$ cat src/rtl/ccs_pkg.sv
`timescale 1ns/1ps
package ccs_pkg;
    typedef logic [1:0] clksel_t;

    localparam clksel_t CLKSEL_NONE = 2'd0;
    localparam int      ADDR_CTRL   = 0;
    localparam int      ADDR_NODE   = 1;
    localparam int      BUSY_BIT    = 8;
    localparam int      ERR_BIT     = 9;
endpackage

$ cat src/rtl/ccs_wr_decode.sv
`timescale 1ns/1ps
module ccs_wr_decode #(
    parameter int NODES  = 4,
    parameter int ADDR_W = 4,
    parameter int DATA_W = 32
) (
    input  logic [ADDR_W-1:0]   reg_addr,
    input  logic                reg_we,
    input  logic [DATA_W/8-1:0] reg_be,
    input  logic [DATA_W-1:0]   reg_wdata,
    input  logic [NODES-1:0]    cfg_en,
    output logic                ctrl_lo_wr,
    output logic                ctrl_lo_ok,
    output logic                err_clr,
    output logic                node_wr
);
    import ccs_pkg::*;

    logic hit_ctrl;
    logic hit_node;

    always_comb begin
        hit_ctrl   = reg_we && (reg_addr == ADDR_W'(ADDR_CTRL));
        hit_node   = reg_we && (reg_addr == ADDR_W'(ADDR_NODE));
        ctrl_lo_wr = hit_ctrl && reg_be[0];
        ctrl_lo_ok = ctrl_lo_wr && (&cfg_en);
        err_clr    = hit_ctrl && reg_be[1] && reg_wdata[ERR_BIT];
        node_wr    = hit_node && reg_be[0];
    end
endmodule

$ cat src/rtl/ccs_settle_timer.sv
`timescale 1ns/1ps
module ccs_settle_timer #(
    parameter int CNT_W = 4
) (
    input  logic             clk,
    input  logic             rst_n,
    input  logic             load,
    input  logic [CNT_W-1:0] load_val,
    output logic             busy
);
    logic [CNT_W-1:0] cnt_d, cnt_q;

    always_comb begin
        cnt_d = cnt_q;
        if (load) begin
            cnt_d = load_val;
        end else if (cnt_q != '0) begin
            cnt_d = cnt_q - 1'b1;
        end
    end

    always_ff @(posedge clk or negedge rst_n) begin
        if (!rst_n) cnt_q <= '0;
        else        cnt_q <= cnt_d;
    end

    assign busy = (cnt_q != '0);
endmodule

$ cat src/rtl/can_clksel_ctrl.sv
`timescale 1ns/1ps
module can_clksel_ctrl #(
    parameter int NODES       = 4,
    parameter int ADDR_W      = 4,
    parameter int DATA_W      = 32,
    parameter int SETTLE_SRC1 = 0,
    parameter int SETTLE_SRC2 = 6,
    parameter int SETTLE_SRC3 = 9
) (
    input  logic                clk,
    input  logic                rst_n,
    input  logic [ADDR_W-1:0]   reg_addr,
    input  logic                reg_we,
    input  logic [DATA_W/8-1:0] reg_be,
    input  logic [DATA_W-1:0]   reg_wdata,
    output logic [DATA_W-1:0]   reg_rdata,
    input  logic [NODES-1:0]    cfg_en,
    output logic [NODES-1:0]    node_init,
    output logic [1:0]          clk_sel
);
    import ccs_pkg::*;

    localparam int MAX12     = (SETTLE_SRC1 > SETTLE_SRC2) ? SETTLE_SRC1 : SETTLE_SRC2;
    localparam int SETTLE_MX = (MAX12 > SETTLE_SRC3) ? MAX12 : SETTLE_SRC3;
    localparam int CNT_W     = $clog2(SETTLE_MX + 2);

    typedef struct packed {
        clksel_t          sel;
        logic [NODES-1:0] init;
        logic             err;
    } ctl_t;

    ctl_t st_d, st_q;

    logic             ctrl_lo_wr, ctrl_lo_ok, err_clr, node_wr;
    logic             settle_busy;
    logic             settle_load;
    logic [CNT_W-1:0] settle_val;
    logic             seq_err;
    clksel_t          req_sel;

    ccs_wr_decode #(
        .NODES (NODES),
        .ADDR_W(ADDR_W),
        .DATA_W(DATA_W)
    ) u_dec (
        .reg_addr  (reg_addr),
        .reg_we    (reg_we),
        .reg_be    (reg_be),
        .reg_wdata (reg_wdata),
        .cfg_en    (cfg_en),
        .ctrl_lo_wr(ctrl_lo_wr),
        .ctrl_lo_ok(ctrl_lo_ok),
        .err_clr   (err_clr),
        .node_wr   (node_wr)
    );

    ccs_settle_timer #(
        .CNT_W(CNT_W)
    ) u_tmr (
        .clk     (clk),
        .rst_n   (rst_n),
        .load    (settle_load),
        .load_val(settle_val),
        .busy    (settle_busy)
    );

    // Settle count of the source that is being switched off.
    always_comb begin
        case (st_q.sel)
            2'd1:    settle_val = CNT_W'(SETTLE_SRC1);
            2'd2:    settle_val = CNT_W'(SETTLE_SRC2);
            2'd3:    settle_val = CNT_W'(SETTLE_SRC3);
            default: settle_val = '0;
        endcase
    end

    always_comb begin
        logic bad_seq;
        st_d        = st_q;
        settle_load = 1'b0;
        bad_seq     = 1'b0;
        req_sel     = reg_wdata[1:0];

        // Any low-byte write parks every node in init; node word loads otherwise.
        if (ctrl_lo_wr) begin
            st_d.init = '1;
        end else if (node_wr) begin
            st_d.init = reg_wdata[NODES-1:0];
        end

        if (ctrl_lo_ok) begin
            if (req_sel == CLKSEL_NONE) begin
                if (st_q.sel != CLKSEL_NONE) begin
                    st_d.sel    = CLKSEL_NONE;
                    settle_load = 1'b1;
                end
            end else if (st_q.sel == CLKSEL_NONE) begin
                if (settle_busy) bad_seq = 1'b1;
                else             st_d.sel = req_sel;
            end else if (req_sel != st_q.sel) begin
                bad_seq = 1'b1;
            end
        end

        if (err_clr) st_d.err = 1'b0;
        if (bad_seq) st_d.err = 1'b1;
    end

    always_ff @(posedge clk or negedge rst_n) begin
        if (!rst_n) begin
            st_q.sel  <= CLKSEL_NONE;
            st_q.init <= '1;
            st_q.err  <= 1'b0;
        end else begin
            st_q <= st_d;
        end
    end

    always_comb begin
        reg_rdata = '0;
        if (reg_addr == ADDR_W'(ADDR_CTRL)) begin
            reg_rdata[1:0]      = st_q.sel;
            reg_rdata[BUSY_BIT] = settle_busy;
            reg_rdata[ERR_BIT]  = st_q.err;
        end else if (reg_addr == ADDR_W'(ADDR_NODE)) begin
            reg_rdata[NODES-1:0] = st_q.init;
        end
    end

    assign seq_err   = st_q.err;
    assign node_init = st_q.init;
    assign clk_sel   = st_q.sel;
endmodule

$ cat config.mk
export PLATFORM = sky130hd
export DESIGN_NAME = can_clksel_ctrl
export DESIGN_NICKNAME = d
export VERILOG_FILES = /design/src/rtl/ccs_pkg.sv /design/src/rtl/ccs_wr_decode.sv /design/src/rtl/ccs_settle_timer.sv /design/src/rtl/can_clksel_ctrl.sv
export SDC_FILE = /design/constraint.sdc
export NUM_CORES = 1
export LEC_CHECK = 0
export ABC_AREA = 1
export CAP_MARGIN = 20
export CORE_MARGIN = 2
export CORE_UTILIZATION = 34
export DETAILED_ROUTE_END_ITERATION = 7
export GPL_ROUTABILITY_DRIVEN = 0
export PLACE_DENSITY = 0.88
export SYNTH_ARGS = -nofsm -noshare
export SYNTH_HDL_FRONTEND = slang
export SYNTH_HIERARCHICAL = 1
export SYNTH_SLANG_ARGS = --single-unit
export TNS_END_PERCENT = 10
$ cat constraint.sdc
create_clock -name clk -period 2.11 [get_ports clk]
set_input_delay 0.633 -clock clk [delete_from_list [all_inputs] [get_ports clk]]
set_output_delay 0.633 -clock clk [all_outputs]
set_load 0.1 [all_outputs]
==> results.py <==
metrics = {
    "run_status": {
        "outcome": "complete, no violations",
    },
    "worst_setup_path": {
        "criticalPathCategory": "input pin to output port",
        "arrival_ns": 1.42,
        "start_kind": "input pin",
        "timing.rr.end": "u_tmr/cnt_q[1]",
        "reg2reg_depth": 9,
        "end_kind": "output port",
        "required_ns": 1.48,
        "rrSetupSlack_ns": 0.51,
        "r2r-start": "clk_sel[1]",
        "worstPathMaxFanout": 4,
    },
    "sta": {
        "timing.setup.tns_ns": 0,
        "slew_violations": 0,
        "min_period_ns": 2.057,
        "final-setup-viol-count": 0,
        "min_period_over_period_pct": 97.48,
        "rsz0062_at_grt": "false",
        "hold-worst-slack_ns": 0.5838,
        "clock.fmax_ghz": 0.4862,
        "fin_skew_ns": 0.003447,
        "hold_viol": 0,
    },
    "power_and_ir_drop": {
        "leakage_nw": 0.7795,
        "ir_drop_uv": 796.3,
        "p_per_area_nw_per_um2": 887.5,
        "power_mw": 1.352,
    },
    "detailed_routing": {
        "wl_per_cell_um": 9.991,
        "drc": 0,
        "vias": 961,
        "drtAntennaViolNets": 0,
        "dr.pass1.iters": 5,
        "drt-total-wl_um": 2188,
        "via_per_inst": 4.388,
        "initialDrtViolationCount": 20,
    },
    "placement": {
        "dp.cells": 214,
        "hpwl_um": 1775,
        "io_buffers": 29,
        "placed_cell_area_sq_um": 1461,
    },
    "die": {
        "die_y_um": 58.02,
        "die_x_um": 58.02,
        "rows": 19,
        "dieArea_sq_um": 3366,
        "start_util_pct": 35.98,
        "ios": 85,
        "core_sq_um": 2758,
    },
    "cts": {
        "cts_hold_buf": 0,
        "cts_tree": "done",
        "clockBufferDepth": 2,
        "clk_pin_slew_ns": 0.07,
        "cts.sinks": 11,
        "cts_root_buf": "clkbuf_4",
        "clkLatencyLatePin_ns": 0.27,
        "cts_made_buffers": 3,
        "htreeDepth": 1,
    },
    "logic_synthesis": {
        "yosysTopAreaCell": "buf_4",
        "synth_cell_type_count": 24,
        "synthAdderAreaFrac_pct": 3.783,
        "synth_top_family_by_area": "buffers and inverters",
        "ys_seq_elements": 11,
        "synth-xor-area-share_pct": 0,
        "synth_simple_gate_area_share_pct": 27.24,
        "synth_area_leaders": "buf_4, dfrtp_1, dfstp_2",
        "netlist.area_leader.share_pct": 19.67,
        "yosysSeqAreaShare_pct": 28.25,
        "netlist_instances": 145,
        "synth_compound_area_share_pct": 10.21,
        "syn_avg_cell_area_sq_um": 6.843,
        "muxShareOfSynthArea_pct": 0,
        "netlist_area_sq_um": 992.2,
        "synth-warning-count": 6,
    },
    "layout": {
        "area_delta_synth_final_pct": 53.59,
        "fin_cells": 219,
        "fill_cells": 264,
        "design_area_sq_um": 1524,
        "final_layout_size_suffix_gt1_share_pct": 32.98,
        "final_nets": 239,
        "diodes": 0,
    },
    "grt": {
        "grt_pass1_wl_um": 3684,
        "grt_pass1_vias": 915,
        "antenna_found_initial": 0,
        "overflow": 0,
        "grt_usage_pct": 14.13,
        "grt_max_degree": 12,
    },
    "run": {
        "drv_cap": 0,
    },
    "min_path": {
        "hold_start": "node_init[2]",
        "holdPathStages": 2,
        "whs_endpoint": "node_init[2]",
        "hold_path.class": "flop to flop",
    },
}
==> state kept, by name, indices dropped and copies added (netlist names) <==
register	flops
u_tmr/cnt_q	4
clk_sel	2
seq_err	1
node_init	4
==> through the flow <==
step | utilization [%] | worst slack (ns)
floorplan | - | -0.2763
global placement | 52.99 | -0.3577
detailed placement | 52.99 | -0.3760
CTS | 54.17 | -0.009872
global route | 55.26 | 0.002706
finish | 55.26 | 0.05308
==> synth_stat cells <==
cell / n
ha_1: 3
dfrtp_1: 7
inv_1: 22
nand3_1: 4
conb_1: 1
o21ai_0: 5
nand3b_1: 1
nor2_2: 5
nand2_1: 24
o22ai_1: 2
buf_4: 26
buf_6: 1
inv_2: 1
a21oi_1: 9
o21ai_1: 2
nand3_2: 1
o21ai_2: 1
nand2_2: 1
inv_4: 1
nand4_1: 2
dfstp_2: 4
or2_0: 1
nor2_1: 18
or2_2: 3
==> critical path, cell delays in order <==
cell and delay, ns:
buf_6 0.10, nor2_4 0.12, nand3b_1 0.10, buf_6 0.15, o22ai_4 0.12, buf_12 0.19
==> per-layer routing <==
| layer | track usage, % | share of wire [%] | routed length [um] |
|---|---|---|---|
| met4 | 1.993 | 1.4 | 30 |
| met3 | 4.911 | 6.4 | 140 |
| met2 | 27.44 | 55 | 1205 |
| met5 | 0 | 0 | 0 |
| met1 | 14.78 | 37 | 811 |
==> report_power, final <==
part | switching, mW | total (mW) | internal (mW) | leakage [nW]
sequential | 0.0479 | 0.338 | 0.290 | 0.118
combinational | 0.612 | 0.874 | 0.262 | 0.647
clock | 0.0671 | 0.140 | 0.0732 | 0.0150
==> kinds of logic (layout without fill, tap and decap cells) <==
kind of cell,count (synthesis),in the layout
and+or+nand+nor,60,60
buffers and inverters,51,69
AOI/OAI and AO/OA,19,19
DFF,11,11
adders and majority gates,3,3
other,1,26
==> how the worst max path moves through the flow <==
stage          slack [ns]           end        start  cells past startpoint
2_1_floorplan       -0.28  reg_rdata[8]  reg_addr[3]                      3
3_3_place_gp        -0.36  reg_rdata[1]  reg_addr[3]                      5
3_5_place_dp        -0.38  reg_rdata[0]  reg_addr[3]                      5
4_1_cts             -0.01  reg_rdata[0]  reg_addr[0]                      5
5_1_grt             0.003  reg_rdata[1]  reg_addr[3]                      6
6_report             0.05  reg_rdata[0]  reg_addr[3]                      6
==> what timing repair did <==
item | CTS | global route
pin swaps | 6 | 6
endpoints found under the setup margin | 6 | 4
setup buffers | 0 | 1
gates resized for setup | 19 | 12
==> cells in the final DEF, fill, tap and decap left out <==
master	count
nand2_4	1
o21ai_1	2
o21ai_2	1
conb_1	26
buf_12	12
clkbuf_4	3
inv_1	20
ha_2	1
dfrtp_1	5
inv_2	3
o21ai_0	5
or2_0	1
buf_2	2
dfrtp_2	2
o22ai_4	2
nor2_2	7
nand3b_1	1
nor2_4	4
nand2_2	1
nor2_1	12
nand3_1	4
or2_2	3
buf_4	11
nand3_4	1
ha_1	2
buf_6	3
clkdlybuf4s50_1	13
nand4_1	2
nand2_1	23
clkbuf_1	1
a21oi_1	9
inv_4	1
dfstp_2	4
==> final cells by class <==
cell class	count	area (sq um)	area share, %
Multi-Input combinational cell	108	586.8	38.51
Timing Repair Buffer	41	496.7	32.59
Sequential cell	11	282.8	18.56
Inverter	24	92.59	6.076
Tap cell	31	38.79	2.545
Clock buffer	4	26.28	1.724
(Power assumes the default switching activity.)
